===== src/rtl/burst_seq_pkg.sv =====
package burst_seq_pkg;

  localparam int unsigned BEAT_W = 2;
  localparam int unsigned BEATS  = 1 << BEAT_W;

  typedef logic [BEAT_W-1:0] beat_t;

  typedef enum logic {
    ORDER_LINEAR     = 1'b0,
    ORDER_INTERLEAVE = 1'b1
  } order_e;

  typedef enum logic [1:0] {
    CMD_HOLD = 2'd0,
    CMD_LOAD = 2'd1,
    CMD_STEP = 2'd2
  } seq_cmd_e;

endpackage


===== src/rtl/burst_cmd_decode.sv =====
module burst_cmd_decode
  import burst_seq_pkg::*;
(
  input  logic     proc_req,
  input  logic     cache_req,
  input  logic     step_req,
  input  logic     running,
  output seq_cmd_e cmd
);

  // A start request from either side wins over a step request.
  // A step is only honoured inside a running burst.
  always_comb begin
    if (proc_req || cache_req) begin
      cmd = CMD_LOAD;
    end else if (step_req && running) begin
      cmd = CMD_STEP;
    end else begin
      cmd = CMD_HOLD;
    end
  end

endmodule


===== src/rtl/burst_beat_ctr.sv =====
module burst_beat_ctr
  import burst_seq_pkg::*;
#(
  parameter int unsigned ADDR_W = 20
) (
  input  logic              clk,
  input  logic              rst_n,
  input  seq_cmd_e          cmd,
  input  logic [ADDR_W-1:0] load_addr,
  output logic [ADDR_W-1:0] base_addr,
  output beat_t             beat,
  output logic              running
);

  localparam beat_t LAST_BEAT = beat_t'(BEATS - 1);

  always_ff @(posedge clk) begin
    if (!rst_n) begin
      base_addr <= '0;
      beat      <= '0;
      running   <= 1'b0;
    end else begin
      unique case (cmd)
        CMD_LOAD: begin
          base_addr <= load_addr;
          beat      <= '0;
          running   <= 1'b1;
        end
        CMD_STEP: begin
          beat <= beat + beat_t'(1);
          if (beat == LAST_BEAT) begin
            running <= 1'b0;
          end
        end
        default: begin
        end
      endcase
    end
  end

endmodule


===== src/rtl/burst_order_map.sv =====
module burst_order_map
  import burst_seq_pkg::*;
(
  input  beat_t  start_lo,
  input  beat_t  beat,
  input  order_e order,
  output beat_t  addr_lo
);

  beat_t lin_lo;
  beat_t ilv_lo;

  assign lin_lo = start_lo + beat;

  for (genvar b = 0; b < BEAT_W; b++) begin : g_ilv_bit
    assign ilv_lo[b] = start_lo[b] ^ beat[b];
  end

  always_comb begin
    if (order == ORDER_INTERLEAVE) begin
      addr_lo = ilv_lo;
    end else begin
      addr_lo = lin_lo;
    end
  end

endmodule


===== src/rtl/burst_addr_seq.sv =====
module burst_addr_seq
  import burst_seq_pkg::*;
#(
  parameter int unsigned ADDR_W = 20
) (
  input  logic              clk,
  input  logic              rst_n,
  input  logic              proc_strobe,
  input  logic              cache_strobe,
  input  logic              advance,
  input  logic              order_sel,
  input  logic [ADDR_W-1:0] addr_in,
  output logic [ADDR_W-1:0] addr_out,
  output logic              burst_active
);

  seq_cmd_e          cmd;
  logic [ADDR_W-1:0] base_addr;
  beat_t             beat;
  beat_t             mapped_lo;
  logic              running;

  burst_cmd_decode u_dec (
    .proc_req  (proc_strobe),
    .cache_req (cache_strobe),
    .step_req  (advance),
    .running   (running),
    .cmd       (cmd)
  );

  burst_beat_ctr #(.ADDR_W(ADDR_W)) u_ctr (
    .clk       (clk),
    .rst_n     (rst_n),
    .cmd       (cmd),
    .load_addr (addr_in),
    .base_addr (base_addr),
    .beat      (beat),
    .running   (running)
  );

  burst_order_map u_map (
    .start_lo (base_addr[BEAT_W-1:0]),
    .beat     (beat),
    .order    (order_e'(order_sel)),
    .addr_lo  (mapped_lo)
  );

  assign addr_out     = {base_addr[ADDR_W-1:BEAT_W], mapped_lo};
  assign burst_active = running;

endmodule


===== config.mk =====
export PLATFORM = sky130hd
export DESIGN_NAME = burst_addr_seq
export DESIGN_NICKNAME = d
export VERILOG_FILES = /design/src/rtl/burst_seq_pkg.sv /design/src/rtl/burst_cmd_decode.sv /design/src/rtl/burst_beat_ctr.sv /design/src/rtl/burst_order_map.sv /design/src/rtl/burst_addr_seq.sv
export SDC_FILE = /design/constraint.sdc
export NUM_CORES = 1
export LEC_CHECK = 0
export BUFFER_PORTS_ARGS = -buffer_cell sky130_fd_sc_hd__buf_2
export CAP_MARGIN = 10
export CELL_PAD_IN_SITES_DETAIL_PLACEMENT = 1
export CELL_PAD_IN_SITES_GLOBAL_PLACEMENT = 2
export CORE_MARGIN = 2
export CORE_UTILIZATION = 30
export DETAILED_ROUTE_END_ITERATION = 6
export PLACE_DENSITY_LB_ADDON = 0.1
export SYNTH_ARGS = -nofsm -noshare
export SYNTH_HDL_FRONTEND = slang
export SYNTH_SLANG_ARGS = --single-unit

===== constraint.sdc =====
create_clock -name clk -period 2.3 [get_ports clk]
set_input_delay 0.345 -clock clk [delete_from_list [all_inputs] [get_ports clk]]
set_output_delay 0.345 -clock clk [all_outputs]
set_load 0.05 [all_outputs]

==> flow_results.xml, run 1 <==
<?xml version="1.0" encoding="UTF-8"?>
<metrics>
  <group name="status">
    <metric name="run_status" unit="">complete, no violations</metric>
  </group>
  <group name="sta">
    <metric name="finalHoldViolCount" unit="">0</metric>
    <metric name="period_share" unit="">0.733</metric>
    <metric name="fin_hold_ws" unit="ns">0.331</metric>
    <metric name="worst_slew_margin_relative_to_its_limit" unit="">0.606</metric>
    <metric name="max_clock_freq" unit="MHz">593</metric>
    <metric name="timing.final.setup_violations" unit="">0</metric>
    <metric name="setup_slack" unit="ns">0.615</metric>
    <metric name="final-max-slew-violation-count" unit="">0</metric>
    <metric name="transition_time_of_the_tightest_slew_check_pin" unit="ns">0.591</metric>
    <metric name="timing.clock.skew" unit="ns">0.000747</metric>
    <metric name="post-route-min-period" unit="ns">1.69</metric>
    <metric name="rsz_0062_raised_after_global_routing" unit="">false</metric>
    <metric name="totalNegativeSetupSlack" unit="ns">0</metric>
  </group>
  <group name="worst_hold_path">
    <metric name="worstHoldPathType" unit="">input pin to flop</metric>
  </group>
  <group name="layout">
    <metric name="layout-drive-gt1-share" unit="">0.381</metric>
    <metric name="nets_final" unit="">176</metric>
    <metric name="mostFrequentLayoutCell" unit="">sky130_fd_sc_hd__buf_2</metric>
    <metric name="highest_count_cells_in_the_layout_ignoring_fill_and_taps" unit="">sky130_fd_sc_hd__buf_2, sky130_fd_sc_hd__dfxtp_1, sky130_fd_sc_hd__o21ai_0, sky130_fd_sc_hd__or3b_1, sky130_fd_sc_hd__a21boi_1</metric>
    <metric name="area.growth.synth_to_final" unit="%">12.1</metric>
    <metric name="num_antenna_cells" unit="">0</metric>
  </group>
  <group name="floorplan">
    <metric name="core-area" unit="sq mm">0.00394</metric>
    <metric name="fp.dieArea" unit="sq mm">0.00454</metric>
    <metric name="io-pin-count" unit="">47</metric>
    <metric name="initial_utilization" unit="">0.306</metric>
    <metric name="die_w" unit="um">67.4</metric>
    <metric name="rows" unit="">23</metric>
    <metric name="fp.dieH" unit="um">67.4</metric>
  </group>
  <group name="detailed_routing">
    <metric name="initialDrtViolationCount" unit="">40</metric>
    <metric name="detail_route.wirelength" unit="um">2480</metric>
    <metric name="first_pass_iters" unit="">3</metric>
    <metric name="drc" unit="">0</metric>
    <metric name="vias_per_cell" unit="">4.70</metric>
    <metric name="final_antenna_net_count" unit="">0</metric>
    <metric name="detail_route.wl_per_cell" unit="um">12.6</metric>
    <metric name="via_count" unit="">926</metric>
  </group>
  <group name="synth">
    <metric name="syn_area_per_cell" unit="sq um">9.56</metric>
    <metric name="cell_taking_the_most_area_after_synthesis" unit="">sky130_fd_sc_hd__dfxtp_1</metric>
    <metric name="synth_sequential_area_ratio" unit="">0.382</metric>
    <metric name="synth_area_leaders" unit="">sky130_fd_sc_hd__dfxtp_1, sky130_fd_sc_hd__or3b_1, sky130_fd_sc_hd__a21boi_1, sky130_fd_sc_hd__buf_4, sky130_fd_sc_hd__o21ai_0</metric>
    <metric name="synth_largest_type_area_fraction" unit="">0.382</metric>
    <metric name="yosys_warnings" unit="">0</metric>
    <metric name="syn_area" unit="sq mm">0.00120</metric>
    <metric name="synth_cell_type_count" unit="">20</metric>
    <metric name="syn-instance-count" unit="">126</metric>
    <metric name="synthesis.nets" unit="">154</metric>
    <metric name="number_of_flip_flops_and_latches_in_the_synthesized_netlist" unit="">23</metric>
  </group>
  <group name="cts">
    <metric name="cts_root_buffer" unit="">sky130_fd_sc_hd__clkbuf_8</metric>
    <metric name="cts-hold-fix-buffers" unit="">0</metric>
    <metric name="htree_levels" unit="">1</metric>
    <metric name="worstSkewPairLatency" unit="ns">0.26</metric>
    <metric name="cts_max_path_buffers" unit="">2</metric>
    <metric name="numCtsBuffers" unit="">3</metric>
    <metric name="post_cts_resized" unit="">0</metric>
    <metric name="cts_setup_buffers" unit="">0</metric>
    <metric name="tritoncts" unit="">done</metric>
    <metric name="clk_transition_reported_paths" unit="ns">0.09</metric>
    <metric name="clock_sinks" unit="">23</metric>
  </group>
  <group name="critical_path">
    <metric name="r2r_setup_slk" unit="ns">1.34</metric>
    <metric name="critPathMaxFanout" unit="">4</metric>
    <metric name="required" unit="ns">1.96</metric>
    <metric name="crit_path_end_kind" unit="">output pin</metric>
    <metric name="cp.arrival" unit="ns">1.34</metric>
    <metric name="worstSetupPathType" unit="">flop to output pin</metric>
    <metric name="start_kind" unit="">flop</metric>
  </group>
  <group name="placed_design">
    <metric name="gp_congestion" unit="">0.759</metric>
    <metric name="place_hpwl" unit="um">1590</metric>
    <metric name="port_buffers" unit="">46</metric>
    <metric name="dp_slack" unit="ns">0.901</metric>
  </group>
  <group name="global_route">
    <metric name="grt_remaining_overflow" unit="">0</metric>
    <metric name="maximum_number_of_pins_on_one_net_before_global_route_repair" unit="">43</metric>
    <metric name="antenna_found_initial" unit="">0</metric>
    <metric name="number_of_global_route_vias_before_repair" unit="">893</metric>
    <metric name="wire_length_of_the_first_global_routing_pass" unit="um">3930</metric>
    <metric name="grt_use_total" unit="">0.115</metric>
  </group>
  <group name="power_and_ir_drop">
    <metric name="peakVddDrop" unit="mV">0.203</metric>
    <metric name="power_density" unit="mW/mm^2">647</metric>
    <metric name="cellLeakagePower" unit="nW">0.571</metric>
  </group>
  <group name="flow_run">
    <metric name="cap_viol_max_count" unit="">0</metric>
  </group>
</metrics>
==> synth_stat cells (all sizes together) <==
master,n
clkbuf,7
a21bo,2
or3b,21
a21boi,21
buf,22
nand3,1
a21oi,2
xnor2,2
o31a,1
nand3b,1
nor2b,1
dfxtp,23
o21ai,20
ha,2
==> where the power goes <==
part	internal [W]	switching, W
logic	0.0000585	0.000131
clock network	0.000121	0.000132
registers	0.000421	0.0000111
==> flip-flops by register name, indices dropped and copies added (netlist names) <==
signal,count
u_ctr.base_addr,20
u_ctr.beat,2
u_ctr.running,1
==> cell type report <==
type | instances | area [sq um]
fillers | 474 | 2590
clock buffers | 3 | 41.3
flip-flops and latches | 23 | 460
clock inverters | 1 | 5.00
well taps | 50 | 62.6
multi-input cells | 74 | 552
repair buffers | 46 | 230
==> cells by family after synthesis <==
kind of cell | count (synthesis) | synth area share
AOI/OAI and AO/OA | 46 | 0.252
xor gates and xnor gates | 2 | 0.0145
adders and majority gates | 2 | 0.0208
buffers and inverters | 29 | 0.160
DFF | 23 | 0.382
and+or+nand+nor | 24 | 0.170
==> path summary, 6_finish.rpt <==
path,start,to,cells past startpoint
max reg2reg,u_ctr.base_addr[11]$_SDFFE_PN0P_,u_ctr.base_addr[11]$_SDFFE_PN0P_,2
max,u_ctr.beat[0]$_SDFFE_PN0P_,addr_out[1],4
min,addr_in[16],u_ctr.base_addr[16]$_SDFFE_PN0P_,3
min reg2reg,u_ctr.base_addr[4]$_SDFFE_PN0P_,u_ctr.base_addr[4]$_SDFFE_PN0P_,2
==> critical path: stages, from the launching register on <==
cell	delay [ns]
sky130_fd_sc_hd__dfxtp_1	0.38
sky130_fd_sc_hd__ha_1	0.15
sky130_fd_sc_hd__nor2b_1	0.15
sky130_fd_sc_hd__xnor2_1	0.12
sky130_fd_sc_hd__buf_2	0.27
==> per-layer routing <==
layer | wire, um | part of all wire | vias to the layer above | global-route usage
met4 | 25 | 0.010 | 0 | 0.0536
met5 | 0 | 0 | - | 0
met2 | 1200 | 0.48 | 24 | 0.205
li1 | - | - | 469 | -
met3 | 155 | 0.062 | 2 | 0.0233
met1 | 1100 | 0.44 | 431 | 0.130
==> stage by stage <==
stage | power [W] | std cells | util | cell area (sq um)
finish | 0.000874 | 197 | 0.343 | 1350
global route | 0.000928 | 197 | 0.343 | 1350
CTS | 0.000897 | 197 | 0.343 | 1350
detailed placement | 0.000634 | 193 | 0.331 | 1310
global placement | 0.000631 | 193 | 0.331 | 1310
floorplan | 0.000609 | 126 | - | 1200
Note: power is estimated with default switching activity, not from simulation.
==> inputs of run 2 (changes only) <==
--- a/config.mk
+++ b/config.mk
@@ -10,7 +10,7 @@
 export CELL_PAD_IN_SITES_DETAIL_PLACEMENT = 1
 export CELL_PAD_IN_SITES_GLOBAL_PLACEMENT = 2
 export CORE_MARGIN = 2
-export CORE_UTILIZATION = 30
+export CORE_UTILIZATION = 27
 export DETAILED_ROUTE_END_ITERATION = 6
 export PLACE_DENSITY_LB_ADDON = 0.1
 export SYNTH_ARGS = -nofsm -noshare
==> constraint.sdc (replaced) <==
create_clock -name clk -period 1.71 [get_ports clk]
set_input_delay 0.2565 -clock clk [delete_from_list [all_inputs] [get_ports clk]]
set_output_delay 0.2565 -clock clk [all_outputs]
set_load 0.05 [all_outputs]
==> run 2 against run 1 <==
Compared with the run above: highest routed layer unchanged; global-route usage decreased by 0.17 points; cell count is 1.5% higher; clock skew barely moved; cell area grew 0.93%; non-clock buffer count increased by 1; critical path depth unchanged; utilization fell by 2.7 points; clock power increased by 37%; register-to-register slack worse by 0.57 ns; sequential cell count did not move; power rose by 35%; routed wire length is 5.9% higher.
==> flow_results.xml, run 2 (same netlist as run 1, synthesis figures left out) <==
<?xml version="1.0" encoding="UTF-8"?>
<metrics>
  <group name="critical_path">
    <metric name="crit_path_end_kind" unit="">output pin</metric>
    <metric name="regToRegEndpoint" unit="">u_ctr.base_addr[11]$_SDFFE_PN0P_</metric>
    <metric name="worst_path_largest_cell_delay" unit="ns">0.37</metric>
    <metric name="cp_num_buf_inv" unit="">1</metric>
    <metric name="start_kind" unit="">flop</metric>
    <metric name="worst_path_dominant_cell_family" unit="">flip-flops</metric>
    <metric name="slowest_stage" unit="">sky130_fd_sc_hd__dfxtp_1</metric>
    <metric name="cp.arrival" unit="ns">1.32</metric>
    <metric name="worstSetupPathType" unit="">flop to output pin</metric>
    <metric name="timing.reg2reg.worst_path_depth" unit="">2</metric>
    <metric name="critPathMaxFanout" unit="">4</metric>
    <metric name="path_cells" unit="">ha_1, nor2b_1, xnor2_1, clkbuf_4</metric>
    <metric name="r2r_setup_slk" unit="ns">0.77</metric>
    <metric name="required" unit="ns">1.45</metric>
    <metric name="rr_startpoint" unit="">u_ctr.base_addr[11]$_SDFFE_PN0P_</metric>
  </group>
  <group name="sta">
    <metric name="max_clock_freq" unit="MHz">634</metric>
    <metric name="transition_time_of_the_tightest_slew_check_pin" unit="ns">0.598</metric>
    <metric name="timing.final.setup_violations" unit="">0</metric>
    <metric name="worst_slew_margin_relative_to_its_limit" unit="">0.601</metric>
    <metric name="period_share" unit="">0.922</metric>
    <metric name="totalNegativeSetupSlack" unit="ns">0</metric>
    <metric name="finalHoldViolCount" unit="">0</metric>
    <metric name="post-route-min-period" unit="ns">1.58</metric>
    <metric name="final-max-slew-violation-count" unit="">0</metric>
    <metric name="setup_slack" unit="ns">0.133</metric>
    <metric name="timing.clock.skew" unit="ns">0.000527</metric>
    <metric name="rsz_0062_raised_after_global_routing" unit="">false</metric>
  </group>
  <group name="layout">
    <metric name="area.growth.synth_to_final" unit="%">13.2</metric>
    <metric name="highest_count_cells_in_the_layout_ignoring_fill_and_taps" unit="">sky130_fd_sc_hd__buf_2, sky130_fd_sc_hd__dfxtp_1, sky130_fd_sc_hd__o21ai_0, sky130_fd_sc_hd__or3b_1, sky130_fd_sc_hd__a21boi_1</metric>
    <metric name="nets_final" unit="">177</metric>
    <metric name="seq_area" unit="sq um">460</metric>
    <metric name="largest_reg_flops" unit="">20</metric>
    <metric name="layout.cell_area.non_filler" unit="sq mm">0.00136</metric>
    <metric name="largest_registers" unit="">u_ctr.base_addr: 20 flops, u_ctr.beat: 2 flops, u_ctr.running: 1 flops</metric>
    <metric name="filler_cell_count" unit="">535</metric>
    <metric name="mostFrequentLayoutCell" unit="">sky130_fd_sc_hd__buf_2</metric>
    <metric name="finish.utilization" unit="">0.315</metric>
    <metric name="top_register_by_number_of_flip_flops" unit="">u_ctr.base_addr</metric>
    <metric name="num_antenna_cells" unit="">0</metric>
    <metric name="layout-drive-gt1-share" unit="">0.385</metric>
    <metric name="multi_input_comb_area" unit="sq um">552</metric>
  </group>
  <group name="placed_design">
    <metric name="port_buffers" unit="">46</metric>
    <metric name="place_area" unit="sq mm">0.00132</metric>
    <metric name="dp_slack" unit="ns">0.380</metric>
    <metric name="gp_congestion" unit="">0.647</metric>
  </group>
  <group name="worst_hold_path">
    <metric name="worstHoldStart" unit="">addr_in[17]</metric>
    <metric name="hold_path_depth" unit="">3</metric>
    <metric name="worstHoldPathType" unit="">input pin to flop</metric>
    <metric name="worst_hold_path.endpoint" unit="">u_ctr.base_addr[17]$_SDFFE_PN0P_</metric>
  </group>
  <group name="detailed_routing">
    <metric name="vias_per_cell" unit="">4.61</metric>
    <metric name="detail_route.wl_per_cell" unit="um">13.2</metric>
    <metric name="initialDrtViolationCount" unit="">40</metric>
    <metric name="first_pass_iters" unit="">2</metric>
    <metric name="via_count" unit="">921</metric>
    <metric name="drc" unit="">0</metric>
    <metric name="detail_route.wirelength" unit="um">2630</metric>
    <metric name="final_antenna_net_count" unit="">0</metric>
  </group>
  <group name="status">
    <metric name="run_status" unit="">complete, no violations</metric>
  </group>
  <group name="cts">
    <metric name="cts_root_buffer" unit="">sky130_fd_sc_hd__clkbuf_8</metric>
    <metric name="tritoncts" unit="">done</metric>
    <metric name="worstSkewPairLatency" unit="ns">0.27</metric>
    <metric name="cts_max_path_buffers" unit="">2</metric>
    <metric name="cts-hold-fix-buffers" unit="">0</metric>
    <metric name="clk_transition_reported_paths" unit="ns">0.09</metric>
    <metric name="numCtsBuffers" unit="">3</metric>
    <metric name="clock_sinks" unit="">23</metric>
    <metric name="htree_levels" unit="">1</metric>
  </group>
  <group name="global_route">
    <metric name="grt_remaining_overflow" unit="">0</metric>
    <metric name="number_of_global_route_vias_before_repair" unit="">967</metric>
    <metric name="maximum_number_of_pins_on_one_net_before_global_route_repair" unit="">43</metric>
    <metric name="grt_use_total" unit="">0.113</metric>
    <metric name="wire_length_of_the_first_global_routing_pass" unit="um">4590</metric>
    <metric name="antenna_found_initial" unit="">0</metric>
  </group>
  <group name="floorplan">
    <metric name="io-pin-count" unit="">47</metric>
    <metric name="initial_utilization" unit="">0.279</metric>
    <metric name="fp.dieH" unit="um">70.8</metric>
    <metric name="die_w" unit="um">70.8</metric>
    <metric name="fp.dieArea" unit="sq mm">0.00501</metric>
    <metric name="rows" unit="">24</metric>
    <metric name="core-area" unit="sq mm">0.00432</metric>
  </group>
  <group name="flow_run">
    <metric name="cap_viol_max_count" unit="">0</metric>
  </group>
  <group name="power_and_ir_drop">
    <metric name="cellLeakagePower" unit="nW">0.576</metric>
    <metric name="power_density" unit="mW/mm^2">869</metric>
    <metric name="peakVddDrop" unit="mV">0.245</metric>
  </group>
</metrics>
==> run 2: cell count changes in the layout (fill, tap and decap cells not counted) <==
cell                       before  now
sky130_fd_sc_hd__clkbuf_4       0    1
sky130_fd_sc_hd__buf_4          0    1
sky130_fd_sc_hd__buf_2         46   45
==> run 2: per-stage QoR <==
step	power, W	hold WS (ns)	instances
final	0.00118	0.245	200
after global routing	0.00126	0.245	200
after CTS	0.00121	0.238	200
after detailed placement	0.000856	0.530	196
after global placement	0.000852	0.523	196
after floorplan	0.000819	0.410	126
==> run 2: routing by layer <==
layer	wire length [um]	vias up	GRT usage
met3	138	5	0.0256
met4	40	0	0.0440
li1	-	471	-
met2	1130	27	0.175
met1	1320	418	0.154
met5	0	-	0
==> run 2: layout make-up <==
class | count | area share
well taps | 52 | 0.0477
repair buffers | 47 | 0.176
clock buffers | 3 | 0.0303
flip-flops and latches | 23 | 0.338
clock inverters | 1 | 0.00367
multi-input cells | 74 | 0.405
==> run 2: worst max path at each step <==
stage	from	endpoint	slack [ns]	cells after the start
after floorplan	u_ctr.beat[0]$_SDFFE_PN0P_	addr_out[1]	0.04	3
after global placement	u_ctr.beat[0]$_SDFFE_PN0P_	addr_out[1]	0.42	4
after detailed placement	u_ctr.beat[0]$_SDFFE_PN0P_	addr_out[1]	0.38	4
after CTS	u_ctr.beat[0]$_SDFFE_PN0P_	addr_out[1]	0.07	4
after global routing	u_ctr.beat[0]$_SDFFE_PN0P_	addr_out[1]	0.009	4
final	u_ctr.beat[0]$_SDFFE_PN0P_	addr_out[1]	0.13	4
==> run 2: power breakdown <==
group          total, W  internal [W]  leakage, nW  switching (W)
sequential     0.000582      0.000567        0.190      0.0000157
clock          0.000344      0.000163       0.0255       0.000181
combinational  0.000258     0.0000808        0.360       0.000177
total           0.00118      0.000810        0.576       0.000375
==> run 2: timing repair <==
item | CTS | global route
setup endpoints to repair | 0 | 1
resized for setup | 0 | 1
setup buffers | 0 | 0
==> run 2: worst min-delay path: stages <==
cell and delay [ns]:
sky130_fd_sc_hd__buf_2 0.09, sky130_fd_sc_hd__o21ai_0 0.06, sky130_fd_sc_hd__a21boi_1 0.06
==> inputs of run 3 (changes only) <==
--- a/config.mk
+++ b/config.mk
@@ -13,6 +13,8 @@
 export CORE_UTILIZATION = 27
 export DETAILED_ROUTE_END_ITERATION = 6
 export PLACE_DENSITY_LB_ADDON = 0.1
+export RECOVER_POWER = 100
+export SETUP_SLACK_MARGIN = 0.5
 export SYNTH_ARGS = -nofsm -noshare
 export SYNTH_HDL_FRONTEND = slang
 export SYNTH_SLANG_ARGS = --single-unit
==> run 3 against run 2 <==
Compared with the run above: worst hold slack lost 0.00052 ns; clock power is essentially flat; via count grew 3.8%; combinational power is essentially flat; sequential power is essentially flat; cell count grew 1.0%; global-route usage grew 0.35 points; maximum frequency grew 2.3%; critical path depth is the same; clock-buffer cell count is the same.
==> flow_results.xml, run 3 (same netlist as run 1, synthesis figures left out) <==
<?xml version="1.0" encoding="UTF-8"?>
<metrics>
  <group name="power_and_ir_drop">
    <metric name="peakVddDrop" unit="mV">0.265</metric>
    <metric name="power_density" unit="mW/mm^2">844</metric>
    <metric name="cellLeakagePower" unit="nW">0.518</metric>
  </group>
  <group name="critical_path">
    <metric name="required" unit="ns">1.45</metric>
    <metric name="worstSetupPathType" unit="">flop to output pin</metric>
    <metric name="critPathMaxFanout" unit="">2</metric>
    <metric name="r2r_setup_slk" unit="ns">0.59</metric>
    <metric name="crit_path_end_kind" unit="">output pin</metric>
    <metric name="start_kind" unit="">flop</metric>
    <metric name="cp.arrival" unit="ns">1.28</metric>
  </group>
  <group name="floorplan">
    <metric name="fp.dieArea" unit="sq mm">0.00501</metric>
    <metric name="core-area" unit="sq mm">0.00432</metric>
    <metric name="fp.dieH" unit="um">70.8</metric>
    <metric name="rows" unit="">24</metric>
    <metric name="initial_utilization" unit="">0.279</metric>
    <metric name="io-pin-count" unit="">47</metric>
    <metric name="die_w" unit="um">70.8</metric>
  </group>
  <group name="layout">
    <metric name="largest_reg_flops" unit="">20</metric>
    <metric name="num_antenna_cells" unit="">0</metric>
    <metric name="largest_registers" unit="">u_ctr.base_addr: 20 flops, u_ctr.beat: 2 flops, u_ctr.running: 1 flops</metric>
    <metric name="layout-drive-gt1-share" unit="">0.300</metric>
    <metric name="highest_count_cells_in_the_layout_ignoring_fill_and_taps" unit="">sky130_fd_sc_hd__buf_2, sky130_fd_sc_hd__dfxtp_1, sky130_fd_sc_hd__or3b_1, sky130_fd_sc_hd__o21ai_0, sky130_fd_sc_hd__a21boi_0</metric>
    <metric name="nets_final" unit="">179</metric>
    <metric name="mostFrequentLayoutCell" unit="">sky130_fd_sc_hd__buf_2</metric>
    <metric name="top_register_by_number_of_flip_flops" unit="">u_ctr.base_addr</metric>
    <metric name="area.growth.synth_to_final" unit="%">16.6</metric>
  </group>
  <group name="cts">
    <metric name="clk_transition_reported_paths" unit="ns">0.09</metric>
    <metric name="tritoncts" unit="">done</metric>
    <metric name="htree_levels" unit="">1</metric>
    <metric name="cts-hold-fix-buffers" unit="">0</metric>
    <metric name="cts_root_buffer" unit="">sky130_fd_sc_hd__clkbuf_8</metric>
    <metric name="numCtsBuffers" unit="">3</metric>
    <metric name="worstSkewPairLatency" unit="ns">0.27</metric>
    <metric name="cts_max_path_buffers" unit="">2</metric>
    <metric name="clock_sinks" unit="">23</metric>
  </group>
  <group name="placed_design">
    <metric name="dp_slack" unit="ns">0.186</metric>
    <metric name="port_buffers" unit="">46</metric>
    <metric name="place_hpwl" unit="um">1810</metric>
    <metric name="gp_congestion" unit="">0.613</metric>
  </group>
  <group name="sta">
    <metric name="final-max-slew-violation-count" unit="">0</metric>
    <metric name="transition_time_of_the_tightest_slew_check_pin" unit="ns">0.664</metric>
    <metric name="max_clock_freq" unit="MHz">649</metric>
    <metric name="rsz_0062_raised_after_global_routing" unit="">true</metric>
    <metric name="finalHoldViolCount" unit="">0</metric>
    <metric name="timing.final.setup_violations" unit="">0</metric>
    <metric name="setup_slack" unit="ns">0.169</metric>
    <metric name="worst_slew_margin_relative_to_its_limit" unit="">0.557</metric>
    <metric name="period_share" unit="">0.901</metric>
    <metric name="timing.clock.skew" unit="ns">0.000898</metric>
    <metric name="totalNegativeSetupSlack" unit="ns">0</metric>
    <metric name="post-route-min-period" unit="ns">1.54</metric>
  </group>
  <group name="global_route">
    <metric name="wire_length_of_the_first_global_routing_pass" unit="um">4660</metric>
    <metric name="grt_remaining_overflow" unit="">0</metric>
    <metric name="grt_use_total" unit="">0.117</metric>
    <metric name="number_of_global_route_vias_before_repair" unit="">1008</metric>
    <metric name="antenna_found_initial" unit="">0</metric>
    <metric name="maximum_number_of_pins_on_one_net_before_global_route_repair" unit="">43</metric>
  </group>
  <group name="detailed_routing">
    <metric name="initialDrtViolationCount" unit="">52</metric>
    <metric name="final_antenna_net_count" unit="">0</metric>
    <metric name="maxUsedRoutingLayer" unit="">met4</metric>
    <metric name="first_pass_iters" unit="">2</metric>
    <metric name="met3_wirelength" unit="um">147</metric>
    <metric name="wl_met2" unit="um">1370</metric>
    <metric name="via_count" unit="">956</metric>
    <metric name="detail_route.wirelength" unit="um">2750</metric>
    <metric name="detail_route.wl_per_cell" unit="um">13.6</metric>
    <metric name="drc" unit="">0</metric>
    <metric name="drt-met1-wl" unit="um">1190</metric>
    <metric name="vias_per_cell" unit="">4.73</metric>
  </group>
  <group name="worst_hold_path">
    <metric name="worstHoldPathType" unit="">input pin to flop</metric>
  </group>
  <group name="flow_run">
    <metric name="cap_viol_max_count" unit="">0</metric>
  </group>
  <group name="status">
    <metric name="run_status" unit="">complete, no violations</metric>
  </group>
</metrics>
==> run 3: final timing paths <==
check	start	endpoint	depth (start not counted)
min	addr_in[13]	u_ctr.base_addr[13]$_SDFFE_PN0P_	3
min reg2reg	u_ctr.running$_SDFFE_PN0P_	u_ctr.beat[1]$_SDFFE_PN0P_	2
max	u_ctr.beat[0]$_SDFFE_PN0P_	addr_out[1]	4
max reg2reg	u_ctr.beat[0]$_SDFFE_PN0P_	u_ctr.running$_SDFFE_PN0P_	5
==> run 3: worst max-delay path, cell delays in order, from the launching register on <==
cell and delay (ns):
sky130_fd_sc_hd__dfxtp_1 0.35, sky130_fd_sc_hd__ha_2 0.18, sky130_fd_sc_hd__nor2b_4 0.19, sky130_fd_sc_hd__xnor2_4 0.13, sky130_fd_sc_hd__buf_6 0.17
==> run 3: layer usage <==
| layer | vias up | GRT usage |
|---|---|---|
| li1 | 471 | - |
| met5 | - | 0 |
| met3 | 5 | 0.0256 |
| met1 | 456 | 0.130 |
| met2 | 24 | 0.213 |
| met4 | 0 | 0.0503 |
==> run 3: final cells by class <==
class	count	area [sq um]
multi-input combinational	74	586
sequential	23	463
clock inverter	1	5.00
clock buffer	3	41.3
tap	52	65.1
fill	516	2920
timing repair buffer	49	245
==> run 3: what timing repair did <==
item,4_1_cts,5_1_grt
pin swaps,0,2
endpoints found under the setup margin,3,3
gates resized for setup,13,1
buffers inserted,1,1
==> run 3: where the power goes <==
part           total, W  internal [W]  leakage [nW]  switching, W
registers      0.000584      0.000567         0.191     0.0000166
logic          0.000259     0.0000789         0.302      0.000181
clock network  0.000342      0.000163        0.0255      0.000180
total           0.00119      0.000809         0.518      0.000377
==> run 3: per-stage QoR <==
stage                     utilization  hold slack [ns]  total power (W)  instances  instance area [sq um]
after floorplan                     -            0.410         0.000823        126                   1220
after global placement          0.308            0.520         0.000856        196                   1330
after detailed placement        0.308            0.529         0.000862        196                   1330
after CTS                       0.332            0.237          0.00122        201                   1440
after global routing            0.325            0.239          0.00126        202                   1410
final                           0.325            0.244          0.00119        202                   1410
